`src/rtl/prio_irq_ctrl.sv`:
```
module prio_irq_ctrl #(
  parameter int LINES = 8,
  parameter int VEC_W = 8
) (
  input  logic             clk,
  input  logic             rst_n,
  input  logic [LINES-1:0] irq_in,
  input  logic             int_ack,
  input  logic             cfg_we,
  input  logic [1:0]       cfg_addr,
  input  logic [7:0]       cfg_wdata,
  output logic             int_req,
  output logic [VEC_W-1:0] vec_out,
  output logic             vec_valid
);
  localparam int IDX_W  = $clog2(LINES);
  localparam int BASE_W = VEC_W - IDX_W;

  logic [LINES-1:0]  irq_q, pend, isr, mask;
  logic              rot;
  logic [IDX_W-1:0]  low_ptr, top_base;
  logic [BASE_W-1:0] vbase;

  function automatic logic [IDX_W:0] pick(input logic [LINES-1:0] v,
                                          input logic [IDX_W-1:0] b);
    logic [IDX_W:0]   r;
    logic [IDX_W-1:0] i;
    r = '0;
    for (int k = LINES - 1; k >= 0; k--) begin
      i = b + IDX_W'(k);
      if (v[i]) r = {1'b1, i};
    end
    return r;
  endfunction

  logic [IDX_W:0]   cand, top_isr;
  logic [IDX_W-1:0] cand_i, isr_i, cand_rank, isr_rank;
  logic             take, eoi, eoi_hit;

  assign top_base  = rot ? low_ptr + 1'b1 : '0;
  assign cand      = pick(pend & ~mask, top_base);
  assign top_isr   = pick(isr, top_base);
  assign cand_i    = cand[IDX_W-1:0];
  assign isr_i     = top_isr[IDX_W-1:0];
  assign cand_rank = cand_i - top_base;
  assign isr_rank  = isr_i - top_base;
  assign int_req   = cand[IDX_W] && (!top_isr[IDX_W] || cand_rank < isr_rank);
  assign take      = int_ack && int_req;
  assign eoi       = cfg_we && cfg_addr == 2'd3;
  assign eoi_hit   = eoi && top_isr[IDX_W];

  always_ff @(posedge clk) begin
    if (!rst_n) begin
      irq_q     <= '0;
      pend      <= '0;
      isr       <= '0;
      mask      <= '0;
      rot       <= 1'b0;
      low_ptr   <= IDX_W'(LINES - 1);
      vbase     <= '0;
      vec_out   <= '0;
      vec_valid <= 1'b0;
    end else begin
      irq_q     <= irq_in;
      pend      <= (pend & ~(take ? LINES'(1) << cand_i : '0)) | (irq_in & ~irq_q);
      isr       <= (isr & ~(eoi_hit ? LINES'(1) << isr_i : '0))
                   | (take ? LINES'(1) << cand_i : '0);
      vec_valid <= take;
      if (take) vec_out <= {vbase, cand_i};
      if (eoi_hit && rot) low_ptr <= isr_i;
      if (cfg_we) begin
        case (cfg_addr)
          2'd0:    rot   <= cfg_wdata[0];
          2'd1:    mask  <= cfg_wdata[LINES-1:0];
          2'd2:    vbase <= cfg_wdata[7:8-BASE_W];
          default: ;
        endcase
      end
    end
  end
endmodule


```
`config.mk`:
```
export PLATFORM = sky130hd
export DESIGN_NAME = prio_irq_ctrl
export DESIGN_NICKNAME = d
export VERILOG_FILES = /design/src/rtl/prio_irq_ctrl.sv
export SDC_FILE = /design/constraint.sdc
export NUM_CORES = 1
export LEC_CHECK = 0
export BUFFER_PORTS_ARGS = -buffer_cell sky130_fd_sc_hd__buf_2
export CORE_UTILIZATION = 40
export CTS_CLUSTER_DIAMETER = 60
export DETAILED_ROUTE_END_ITERATION = 10
export HOLD_SLACK_MARGIN = 0.02
export PLACE_DENSITY = 0.65
export SYNTH_ARGS = -nofsm -noshare
export SYNTH_HDL_FRONTEND = slang
export SYNTH_SLANG_ARGS = --single-unit
```
`constraint.sdc`:
```
create_clock -name clk -period 14.8 [get_ports clk]
set_input_delay 4.44 -clock clk [delete_from_list [all_inputs] [get_ports clk]]
set_output_delay 4.44 -clock clk [all_outputs]
set_load 0.02 [all_outputs]
```
After elaboration in Yosys (flattened, before gate mapping). Index checks and enable logic that the tools add are counted.

$add $sub $neg: 10. Magnitude comparators: 9. Equal/unequal tests: 3. Shifts and indexed selects: 2. Mux-type cells: 51. Bitwise gates (word level): 10. Reductions and logical operators: 11.

Operators by type and width (number): two-way mux 4 bit (16); binary-select mux 1 bit (select 3 bit) (16); bitwise AND 8 bit (4); less-than comparator 3 x 4 -> 1 bit (second input constant) (8); inverter 8 bit (4); two-way mux 1 bit (16); two-way mux 8 bit (2); OR 8 bit (2); left shift 1 x 3 -> 8 bit (first input constant) (2); adder 3 bit (second input constant) (4); adder 3 x 1 -> 3 bit (second input constant) (2); adder 3 x 2 -> 3 bit (second input constant) (2); AND reduction 2 bit (3); subtractor 3 bit (2); logical AND 1 bit (5); == test 2 bit (second input constant) (2); less-than comparator 3 bit (1); two-way mux 3 bit (1); == test 2 x 1 -> 1 bit (second input constant) (1); logical NOT 2 bit (1); logical NOT 1 bit (1); logical OR 1 bit (1).

Flip-flop bits (word level): 50. Bits of input ports: 22. Output and inout bits: 10. Word-level logic and storage cells: 105.

Longest topological paths before layout.
Depth in word-level cells: 22. Depth in mapped cells: 23. Mapped depth without buffers: 18.

Least setup slack after synthesis. Ideal clock, no wire load.

Path kind: reg2out. Start point: reg low_ptr[0]. End point: out int_req. Arrival: 4792 ps. Required time: 10360 ps. Path slack: 5568 ps. Stages on the path, launching flop included: 21. Path buffers: 5. Cells stage by stage: dfxtp_1 > buf_2 > nand2b_1 > clkbuf_1 > buf_2 > buf_2 > buf_2 > ha_1 > nor3_1 > nor2_1 > mux4_2 > nand2_1 > o211ai_1 > a221oi_1 > fa_1 > xor2_1 > ha_1 > a21oi_1 > inv_1 > a41oi_1 > o21a_1.

Cells in the longest elaborated chain, start to end: 17. Elaborated cells between the ends (all ways): 63. Those cells by class: add/sub (10); order compare (1); mux (49); reduce/logical (3).

Ends and longest elaborated chain: start: declaration (RTL line 21) `logic [IDX_W-1:0] low_ptr, top_base;`; start signal: assignment (RTL line 59) `low_ptr <= IDX_W'(LINES - 1);`; start signal: assignment (RTL line 70) `if (eoi_hit && rot) low_ptr <= isr_i;`; adder 3 x 1 -> 3 bit * (RTL line 40) `assign top_base = rot ? low_ptr + 1'b1 : '0;`; two-way mux 3 bit * (RTL line 40); adder 3 bit (RTL line 30) `i = b + IDX_W'(k);`; binary-select mux 1 bit (select 3 bit) (RTL line 31) `if (v[i]) r = {1'b1, i};`; two-way mux 1 bit (not written as such) (RTL line 31); two-way mux 4 bit (8 in a row) (RTL line 31); subtractor 3 bit (on tied branches) (RTL line 45, 46); less-than comparator 3 bit (RTL line 47) `assign int_req = cand[IDX_W] && (!top_isr[IDX_W] || cand_rank < isr_rank);`; logical OR 1 bit (RTL line 47); logical AND 1 bit * (RTL line 47); end: declaration (RTL line 12) `output logic int_req,`.

Mark *: on every way between the ends. The rest lies on a longest branch, timed or not. The select of a mux whose other input is x is not followed.

Worst setup path after layout. Ends and elaborated chain as after synthesis.

==> results.toml <==
[status]
status = "complete, no violations"

[worst_setup_path]
start_kind = "flip-flop"
worstPathRequired_ns = 10.36
cp-end-kind = "primary output"
cp.arrival_ns = 6.13
critPathKind = "reg -> out"
worstPathMaxFanout = 21

[floorplanning]
initial_utilization = 0.415
dieArea_um2 = 11200
die_h_um = 106
ios = 32
coreArea_um2 = 10400
fp.dieW_um = 106
placementRows = 37

[pwr]
ir_drop_uv = 80.9
p_leak_nw = 1.89
finalPower_mw = 0.437
p_per_area_nw_per_um2 = 94.2

[synth]
avgSynthCellArea_um2 = 8.34
seq_area_frac_synth = 0.233
ys_ff_latch = 50
yosys_warnings = 0
synth_edf_count = 0
synth_top_area_frac = 0.233
ys.flop_type = "dfxtp_1"
synth_area_leaders = "dfxtp_1, mux2i_1, mux4_2"
synth_area_leader_cell = "dfxtp_1"
async_reset_ff_frac = 0
yosysUniqueCellTypes = 74
syn_nets = 545
yosysMostFrequentCell = "nor2_1"
netlist_area_um2 = 4300
syn_inst = 516
ys_top_cells_by_count = "nor2_1, dfxtp_1, mux2i_1, nand2_1, o21ai_0"

[routing]
drc = 0
drt_wl_total_mm = 12.6
wl_per_cell_um = 19.0
vias = 4219
ant_nets = 0
viasPerCell = 6.34
firstDrtPassIters = 5
drtIter0Drc = 416

[place]
dp_hpwl_mm = 9.63
port_buffers = 31
routabilityCongestion = 0.932

[timing]
tns_ns = 0
min_period_ns = 10.57
finalCritPeriodShare = 0.714
skew_ns = 0.00908
rsz0062_at_grt = "false"
worstMarginPinSlew_ns = 1.03
hold_viol = 0
setup_viol = 0
relSlewSlack = 0.311
timing.fmax_mhz = 94.7
drv_slew = 0

[grt]
track_usage = 0.229
grt-ovfl-total = 0
antenna_found_initial = 0
grt_pass1_wl_mm = 20.4
grt_start_max_net_pins = 39
grt_pass1_vias = 3952

[run]
max-cap-violations = 0

[clock_tree]
ctsHoldBuffers = 0
root_buffer = "clkbuf_8"
cts-htree-levels = 2
clk_pin_slew_ns = 0.09
tritoncts = "yes"
cts_resized = 0
cts_made_buffers = 5
clockBufferDepth = 2
clk_latency_ns = 0.30
cts_setup_buffers = 0
cts.sinks = 50

[layout]
area_growth_pct = 7.74
nets = 557
antenna_cells = 0
filler_cell_count = 1059
drive_gt1_frac = 0.161

[min_path]
hold_class = "reg -> reg"
-- flip-flops by register name, summed over array words and instances, names as in the netlist --
signal	flops
pend	8
isr	8
vec_out	8
rot	1
low_ptr	3
vec_valid	1
vbase	5
irq_q	8
mask	8
-- critical path, stage by stage, from the launching register on --
cell	delay, ns
dfxtp_1	0.40
ha_1	0.55
nand2_1	0.41
inv_2	0.53
ha_1	0.31
inv_1	0.12
nand3_4	0.14
and2_1	0.38
o21ai_0	0.23
a21o_1	0.24
o31ai_1	0.51
nand2_1	0.29
fa_1	0.44
xor2_1	0.26
ha_1	0.31
a21oi_1	0.19
inv_1	0.06
a41oi_1	0.16
o21a_1	0.12
buf_2	0.15
-- logic make-up after synthesis --
group	share of synthesized area
fa+ha+maj	0.0239
simple gates	0.213
buf+inv	0.0480
mux	0.209
flops	0.233
xor+xnor	0.0151
compound gates	0.257
-- path summary, 6_finish.rpt --
check | slack, ns | start | cells after the start | endpoint
hold reg to reg | 0.46 | vec_out[7] | 2 | vec_out[7]
hold / removal | 0.46 | vec_out[7] | 2 | vec_out[7]
setup reg to reg | 8.24 | low_ptr[0] | 18 | pend[4]
setup / recovery | 4.23 | low_ptr[0] | 19 | int_req
-- final cells by class --
| type | count | area [µm²] | share of cell area |
|---|---|---|---|
| clock inverter | 3 | 40.0 | 0.00864 |
| inverter | 20 | 75.1 | 0.0162 |
| tap | 136 | 170 | 0.0367 |
| timing repair buffer | 35 | 185 | 0.0400 |
| multi-input combinational | 416 | 3090 | 0.668 |
| sequential | 50 | 1000 | 0.216 |
| clock buffer | 5 | 68.8 | 0.0148 |
-- power breakdown --
group | internal [mW] | switching (mW) | leakage [nW] | total [mW]
registers | 0.145 | 0.0107 | 0.410 | 0.156
clock network | 0.0498 | 0.0435 | 0.0579 | 0.0933
logic | 0.0735 | 0.114 | 1.42 | 0.187
-- metal layers --
metal,vias up,global-route usage,share of wire
met5,-,0,0
met4,0,0.0734,0.027
met3,37,0.0383,0.091
met2,214,0.369,0.45
met1,1993,0.309,0.43
li1,1975,-,-
-- placed cells by master, fill, tap and decap left out, types with 4 or more instances in the layout --
| cell | instances |
|---|---|
| a311oi_1 | 5 |
| mux2i_1 | 45 |
| buf_2 | 31 |
| mux4_2 | 13 |
| nand2_1 | 43 |
| and3b_1 | 4 |
| a21boi_0 | 7 |
| o211ai_1 | 11 |
| nand4_1 | 4 |
| nor3_1 | 10 |
| nor2_1 | 58 |
| inv_1 | 17 |
| ha_1 | 5 |
| nor2b_1 | 9 |
| a31oi_1 | 9 |
| a21oi_1 | 21 |
| o21ai_0 | 23 |
| a221oi_1 | 7 |
| clkbuf_8 | 5 |
| nand2b_1 | 11 |
| a211oi_1 | 8 |
| a32o_1 | 6 |
| nand3_1 | 10 |
| buf_4 | 4 |
| mux2_2 | 14 |
| o211a_1 | 4 |
| dfxtp_1 | 50 |
| o21a_1 | 7 |
| nand3b_1 | 4 |
| o221ai_1 | 4 |
| and2_1 | 15 |
-- per-stage QoR --
step,hold WS (ns),area [µm²],util,cells,setup WS (ns)
CTS,0.462,4630,0.447,665,4.33
global route,0.475,4630,0.447,665,3.72
finish,0.455,4630,0.447,665,4.23
floorplan,0.438,4300,-,516,5.57
global placement,0.440,4530,0.436,657,4.62
detailed placement,0.446,4530,0.436,657,4.66
(Power assumes the default switching activity.)
